--- src/rtl/evt_timer_pkg.sv ---
package evt_timer_pkg;

   typedef enum logic [1:0] {
      SEL_LO   = 2'd0,
      SEL_HI   = 2'd1,
      SEL_CTRL = 2'd2,
      SEL_IRQ  = 2'd3
   } reg_sel_e;

   // control register bit positions
   localparam int C_RUN    = 0;
   localparam int C_NARROW = 1;
   localparam int C_EXT    = 2;
   localparam int C_FALL   = 3;
   localparam int C_BYP    = 4;
   localparam int C_SEL    = 5;

   // interrupt register bit positions
   localparam int I_FLAG   = 0;
   localparam int I_EN     = 1;

endpackage

--- src/rtl/evt_timer_edge.sv ---
module evt_timer_edge #(
   parameter int STAGES = 2
) (
   input  logic clk,
   input  logic rst_n,
   input  logic pin,
   input  logic fall_sel,
   output logic strobe
);

   if (STAGES < 2) begin : g_bad_stages
      $error("evt_timer_edge: STAGES must be at least 2");
   end

   for (genvar i = 0; i < STAGES; i++) begin : g_stg
      logic q;
      if (i == 0) begin : g_first
         always_ff @(posedge clk or negedge rst_n) begin
            if (!rst_n) q <= 1'b0;
            else        q <= pin;
         end
      end else begin : g_next
         always_ff @(posedge clk or negedge rst_n) begin
            if (!rst_n) q <= 1'b0;
            else        q <= g_stg[i-1].q;
         end
      end
   end

   logic sync_w;
   logic prev_q;

   assign sync_w = g_stg[STAGES-1].q;

   always_ff @(posedge clk or negedge rst_n) begin
      if (!rst_n) prev_q <= 1'b0;
      else        prev_q <= sync_w;
   end

   assign strobe = fall_sel ? (prev_q & ~sync_w) : (sync_w & ~prev_q);

endmodule

--- src/rtl/evt_timer_psc.sv ---
module evt_timer_psc #(
   parameter int PSC_W   = 8,
   parameter bit HAS_PSC = 1'b1,
   localparam int SEL_W  = (PSC_W > 1) ? $clog2(PSC_W) : 1
) (
   input  logic             clk,
   input  logic             rst_n,
   input  logic             clr,
   input  logic             evt,
   input  logic             bypass,
   input  logic [SEL_W-1:0] sel,
   output logic             adv
);

   if (HAS_PSC) begin : g_psc
      if (PSC_W != (1 << SEL_W)) begin : g_bad_w
         $error("evt_timer_psc: PSC_W must be a power of two");
      end

      logic [PSC_W-1:0] cnt_q;
      logic [PSC_W-1:0] mask_w;
      logic             hit_w;

      always_comb begin
         for (int j = 0; j < PSC_W; j++) begin
            mask_w[j] = (j <= int'(sel));
         end
      end

      assign hit_w = ((cnt_q & mask_w) == mask_w);
      assign adv   = evt & (bypass | hit_w);

      always_ff @(posedge clk or negedge rst_n) begin
         if (!rst_n)              cnt_q <= '0;
         else if (clr)            cnt_q <= '0;
         else if (evt && !bypass) cnt_q <= cnt_q + 1'b1;
      end
   end else begin : g_nopsc
      logic unused_w;
      assign unused_w = clr ^ bypass ^ (^sel) ^ clk ^ rst_n;
      assign adv      = evt;
   end

endmodule

--- src/rtl/evt_timer_cnt.sv ---
module evt_timer_cnt #(
   parameter int BYTE_W = 8,
   localparam int CNT_W = 2 * BYTE_W
) (
   input  logic             clk,
   input  logic             rst_n,
   input  logic             adv,
   input  logic             narrow,
   input  logic             load,
   input  logic [CNT_W-1:0] load_val,
   output logic [CNT_W-1:0] cnt,
   output logic             ovf
);

   logic [BYTE_W-1:0] lo_w;
   logic [BYTE_W-1:0] hi_w;
   logic              lo_max_w;
   logic              all_max_w;

   assign lo_w      = cnt[BYTE_W-1:0];
   assign hi_w      = cnt[CNT_W-1:BYTE_W];
   assign lo_max_w  = (lo_w == {BYTE_W{1'b1}});
   assign all_max_w = lo_max_w && (hi_w == {BYTE_W{1'b1}});
   assign ovf       = adv && !load && (narrow ? lo_max_w : all_max_w);

   always_ff @(posedge clk or negedge rst_n) begin
      if (!rst_n)      cnt <= '0;
      else if (load)   cnt <= load_val;
      else if (adv) begin
         if (narrow)   cnt <= {hi_w, lo_w + 1'b1};
         else          cnt <= cnt + 1'b1;
      end
   end

endmodule

--- src/rtl/evt_timer.sv ---
module evt_timer #(
   parameter int BYTE_W      = 8,
   parameter int PSC_W       = 8,
   parameter bit HAS_PSC     = 1'b1,
   parameter int SYNC_STAGES = 2,
   parameter int INH_TICKS   = 2
) (
   input  logic              clk,
   input  logic              rst_n,
   input  logic              tick,
   input  logic              ext_clk_in,
   input  logic [1:0]        bus_addr,
   input  logic              bus_wr,
   input  logic              bus_rd,
   input  logic [BYTE_W-1:0] bus_wdata,
   output logic [BYTE_W-1:0] bus_rdata,
   output logic              irq
);
   import evt_timer_pkg::*;

   localparam int CNT_W = 2 * BYTE_W;
   localparam int SEL_W = (PSC_W > 1) ? $clog2(PSC_W) : 1;
   localparam int INH_W = $clog2(INH_TICKS + 1);

   if (C_SEL + SEL_W > BYTE_W) begin : g_bad_ctrl
      $error("evt_timer: ratio field does not fit the control byte");
   end
   if (INH_TICKS < 1) begin : g_bad_inh
      $error("evt_timer: INH_TICKS must be at least 1");
   end

   reg_sel_e          sel_w;
   logic              wr_lo, wr_hi, wr_ctrl, wr_irq, rd_lo;
   logic [BYTE_W-1:0] ctrl_q;
   logic [BYTE_W-1:0] hibuf_q;
   logic              flag_q, ien_q;
   logic [INH_W-1:0]  inh_q;
   logic [CNT_W-1:0]  cnt_q;
   logic              edge_stb, src_evt, qual_evt, adv_w, ovf_w;

   assign sel_w   = reg_sel_e'(bus_addr);
   assign wr_lo   = bus_wr && (sel_w == SEL_LO);
   assign wr_hi   = bus_wr && (sel_w == SEL_HI);
   assign wr_ctrl = bus_wr && (sel_w == SEL_CTRL);
   assign wr_irq  = bus_wr && (sel_w == SEL_IRQ);
   assign rd_lo   = bus_rd && !bus_wr && (sel_w == SEL_LO);

   evt_timer_edge #(.STAGES(SYNC_STAGES)) u_edge (
      .clk      (clk),
      .rst_n    (rst_n),
      .pin      (ext_clk_in),
      .fall_sel (ctrl_q[C_FALL]),
      .strobe   (edge_stb)
   );

   assign src_evt  = ctrl_q[C_EXT] ? edge_stb : tick;
   assign qual_evt = ctrl_q[C_RUN] && src_evt && (inh_q == '0) && !wr_lo;

   evt_timer_psc #(.PSC_W(PSC_W), .HAS_PSC(HAS_PSC)) u_psc (
      .clk    (clk),
      .rst_n  (rst_n),
      .clr    (wr_lo | wr_hi),
      .evt    (qual_evt),
      .bypass (ctrl_q[C_BYP]),
      .sel    (ctrl_q[C_SEL +: SEL_W]),
      .adv    (adv_w)
   );

   evt_timer_cnt #(.BYTE_W(BYTE_W)) u_cnt (
      .clk      (clk),
      .rst_n    (rst_n),
      .adv      (adv_w),
      .narrow   (ctrl_q[C_NARROW]),
      .load     (wr_lo),
      .load_val ({hibuf_q, bus_wdata}),
      .cnt      (cnt_q),
      .ovf      (ovf_w)
   );

   always_ff @(posedge clk or negedge rst_n) begin
      if (!rst_n)                     inh_q <= '0;
      else if (wr_lo)                 inh_q <= INH_W'(INH_TICKS);
      else if (tick && inh_q != '0)   inh_q <= inh_q - 1'b1;
   end

   always_ff @(posedge clk or negedge rst_n) begin
      if (!rst_n)       ctrl_q <= '1;
      else if (wr_ctrl) ctrl_q <= bus_wdata;
   end

   always_ff @(posedge clk or negedge rst_n) begin
      if (!rst_n)     hibuf_q <= '0;
      else if (wr_hi) hibuf_q <= bus_wdata;
      else if (rd_lo) hibuf_q <= cnt_q[CNT_W-1:BYTE_W];
   end

   always_ff @(posedge clk or negedge rst_n) begin
      if (!rst_n) begin
         flag_q <= 1'b0;
         ien_q  <= 1'b0;
      end else begin
         if (ovf_w)       flag_q <= 1'b1;
         else if (wr_irq) flag_q <= bus_wdata[I_FLAG];
         if (wr_irq)      ien_q  <= bus_wdata[I_EN];
      end
   end

   always_comb begin
      bus_rdata = '0;
      unique case (sel_w)
         SEL_LO:   bus_rdata = cnt_q[BYTE_W-1:0];
         SEL_HI:   bus_rdata = hibuf_q;
         SEL_CTRL: bus_rdata = ctrl_q;
         SEL_IRQ: begin
            bus_rdata[I_FLAG] = flag_q;
            bus_rdata[I_EN]   = ien_q;
         end
         default:  bus_rdata = '0;
      endcase
   end

   assign irq = flag_q & ien_q;

endmodule

--- config.mk ---
export PLATFORM = sky130hd
export DESIGN_NAME = evt_timer
export DESIGN_NICKNAME = d
export VERILOG_FILES = /design/src/rtl/evt_timer_pkg.sv /design/src/rtl/evt_timer_edge.sv /design/src/rtl/evt_timer_psc.sv /design/src/rtl/evt_timer_cnt.sv /design/src/rtl/evt_timer.sv
export SDC_FILE = /design/constraint.sdc
export NUM_CORES = 1
export LEC_CHECK = 0
export BUFFER_PORTS_ARGS = -buffer_cell sky130_fd_sc_hd__buf_2
export CORE_UTILIZATION = 25
export DETAILED_ROUTE_END_ITERATION = 10
export HOLD_SLACK_MARGIN = 0.02
export PLACE_DENSITY = 0.44
export SYNTH_ARGS = -nofsm -noshare
export SYNTH_HDL_FRONTEND = slang
export SYNTH_SLANG_ARGS = --single-unit
--- constraint.sdc ---
create_clock -name clk -period 2.25 [get_ports clk]
set_input_delay 0 -clock clk [delete_from_list [all_inputs] [get_ports clk]]
set_output_delay 0 -clock clk [all_outputs]
set_load 0.02 [all_outputs]
==> results.md <==
* #FFs+latches synth at 47
* Die area at 0.0107 mm²
* Routability cong. at 0.752
* # port buffers at 24
* Worst slew pin tran at 0.596 ns
* CP required at 2.48 ns
* Synth Area in Compound Gates at 13.7%
* H-tree Lvls at 2
* Skew final at 0.0132 ns
* Final WL at 6810 µm
* Die Ht at 104 µm
* Clock root cell: clkbuf_8
* DRT met1 WL at 3490 µm
* Mux cell area share after synthesis at 14.2%
* WL met3 at 226 µm
* Xor/xnor share of the synthesized area at 2.71%
* Final Cycle Share at 95.3%
* Syn Std Cell Area at 0.00258 mm²
* DRT iter0 DRCs at 116
* Status: finished clean
* Core Area at 0.00991 mm²
* Gr ovfl total at 0
* CTS Buf Count at 5
* Area Growth Syn to Fin at 23.3%
* Main combinational cell family by area after synthesis: simple AND/OR/NAND/NOR gates
* Mapped Cells at 252
* Detailed-route DRC error count at 0
* Final Util at 32.1%
* Number of clock sinks at 47
* TritonCTS clock tree: done
* Worst-skew pair later-pin latency at 0.31 ns
* First drt pass iteration count at 4
* Seq/Total Area, Yosys at 45.9%
* Routed Antenna Nets at 0
* Simple-Gate Fraction of Synth Area at 19.1%
* Final Net Count at 318
* Final hold vios at 0
* Total track usage at 13.1%
* Num ports at 25
* Initial antenna violation count at 0
* Met2 wire length at 3000 µm
* First-pass GRT wire length at 11000 µm
* MaxCap Viol Count at 0
* Die width at 104 µm
* Adder-cell area share of the yosys netlist at 1.45%
* Clock buffer depth at 2
* Placed cells at 412
* Peak VDD IR at 258 µV
* Post-synth cell types at 45
* Slew Viols, Final at 0
* Detailed placement HPWL at 4720 µm
* Crit path arrival time at 2.37 ns
* Final Setup Violations at 0
* Avg Cell Area, Syn at 10.2 µm²
* Rows at 36
* Detailed-route wire length per cell at 15.7 µm
* Max Clock Freq at 466 MHz
* R2R Setup Slk at 0.11 ns
* Synth warnings at 0
* DR vias at 2138
* Fin crit period at 2.14 ns
* FILL cells at 1047
* Slew margin rel. at 60.1%
* Clock-pin slew on the worst setup and hold paths at 0.09 ns
* Largest net degree at the start of global routing at 48
* Top layer in use: met4
* Power Total at 2.47 mW
* Critical path class: register to register
* Final Non-Filler Cells at 433
* Ant. Diodes at 0
* PwrDens at 775 mW/mm²
* Vias per inst at 4.94
* Leak at 1.27 nW
* Share of cells above drive strength 1 at 24.0%
* CP max FO at 5
* CP Capture Type: register
* Crit path launch type: register
* Hold WC Path Type: input pin to register
* Initial Util at 26.1%
* Syn Nets at 271
* Vias in the first global route at 2118
path summary, 6_finish.rpt:
path	to	cells after the start	from
setup / recovery	u_cnt.cnt[12]	7	inh_q[0]
hold / removal	inh_q[1]	3	tick
setup reg to reg	u_cnt.cnt[12]	7	inh_q[0]
hold reg to reg	u_edge.g_stg[1].q	0	u_edge.g_stg[0].q
max in group asynchronous	ctrl_q[0]	3	rst_n
min in group asynchronous	hibuf_q[4]	3	rst_n
cell usage in the layout, fill, tap and decap left out, types with 2 or more instances in the layout:
cell / instances
nor2_1: 29
nor4_1: 3
or3_4: 3
dfstp_2: 8
buf_4: 14
a221o_1: 7
clkbuf_1: 2
nand4_1: 3
nand2b_1: 2
clkbuf_8: 5
dlygate4sd3_1: 10
o31ai_1: 8
and3_1: 5
nor2b_1: 5
xnor2_1: 7
buf_2: 24
nand3_1: 6
dfrtp_1: 39
a21o_1: 2
mux4_2: 2
nand3b_1: 2
o21ai_0: 8
mux2_2: 10
inv_1: 5
a31oi_1: 9
nor3_1: 3
ha_1: 2
mux2i_1: 21
nand2_1: 16
a21oi_1: 11
nor3b_1: 5
or4_1: 7
per-layer routing:
layer / global-route usage, % / vias to the layer above
met3: 2.64 / 7
met2: 19.8 / 48
met1: 18.8 / 1042
li1: - / 1041
met4: 3.73 / 0
met5: 0 / -
cell usage after synthesis (all sizes together):
master   count  area share [%]
dfrtp       39              38
nor2        29             4.2
mux2i       21             8.1
nand2       16             2.3
a21oi       11             2.1
mux2        10             4.4
a31oi        9             2.2
dfstp        8             8.1
o21ai        8             1.6
o31ai        8             2.3
a221o        7             2.7
clkbuf       7             1.0
or4          7             2.0
xnor2        7             2.4
nand3        6             1.2
and3         5             1.2
inv          5            0.73
nor2b        5             1.2
nor3b        5             1.5
buf          4             1.1
nor3         4            0.97
ha           3             1.5
nand4        3            0.73
nor4         3            0.73
a21o         2            0.58
mux4         2             1.7
nand2b       2            0.48
nand3b       2            0.58
nor4b        2            0.68
a211oi       1            0.29
a22o         1            0.34
a41oi        1            0.34
and2         1            0.24
and3b        1            0.34
o2111ai      1            0.34
o211ai       1            0.29
o21bai       1            0.29
o41ai        1            0.34
or3          1            0.44
or3b         1            0.34
xor2         1            0.34
area by class of cell:
type                    count  area, µm²  area share (%)
flip-flops and latches     47       1190            37.2
repair buffers             49        345            10.8
well taps                 133        166            5.23
clock inverters             1       30.0           0.943
multi-input cells         191       1360            42.8
inverters                   5       18.8           0.589
clock buffers               7       76.3            2.40
sequential cells by signal, summed over array words and instances, names as in the netlist:
signal,cells
u_psc.g_psc.cnt_q,8
hibuf_q,8
u_edge.g_stg.q,2
u_cnt.cnt,16
ien_q,1
u_edge.prev_q,1
flag_q,1
inh_q,2
ctrl_q,8
where the power goes:
group | total, mW | internal (mW) | switching (mW)
sequential | 1.21 | 1.03 | 0.179
combinational | 0.638 | 0.310 | 0.329
clock | 0.622 | 0.333 | 0.289
total | 2.47 | 1.67 | 0.798
stage by stage:
stage | hold slack [ns] | setup slack [ns] | area (µm²) | TNS, ns
finish | 0.0873 | 0.105 | 3180 | 0
global route | 0.101 | -0.0150 | 3180 | -0.0383
CTS | 0.0750 | 0.0321 | 3150 | 0
detailed placement | 0.00742 | 0.0599 | 2940 | 0
global placement | 0.0112 | 0.0822 | 2940 | 0
floorplan | -0.296 | 0.121 | 2580 | 0
cell families after synthesis:
| family | count (synthesis) |
|---|---|
| adder cells (fa/ha/maj) | 3 |
| multiplexers | 33 |
| AND/OR/NAND/NOR | 93 |
| flip-flops | 47 |
| XOR/XNOR | 8 |
| buffers and inverters | 16 |
| AO/OA/AOI/OAI | 52 |
worst max-delay path, cell delays in order, from the launching register on:
cell and delay [ns]:
dfrtp_1 0.37, inv_1 0.09, ha_2 0.19, o2111ai_2 0.14, a21o_1 0.24, or3_4 0.38, or4_1 0.51, a31oi_1 0.16
repair_timing:
action	CTS	global route
setup buffers	0	1
hold buffers	10	0
resized for setup	0	4
hold endpoints to repair	72	0
setup endpoints to repair	0	7
No activity file was read; power rests on OpenSTA's default activity.
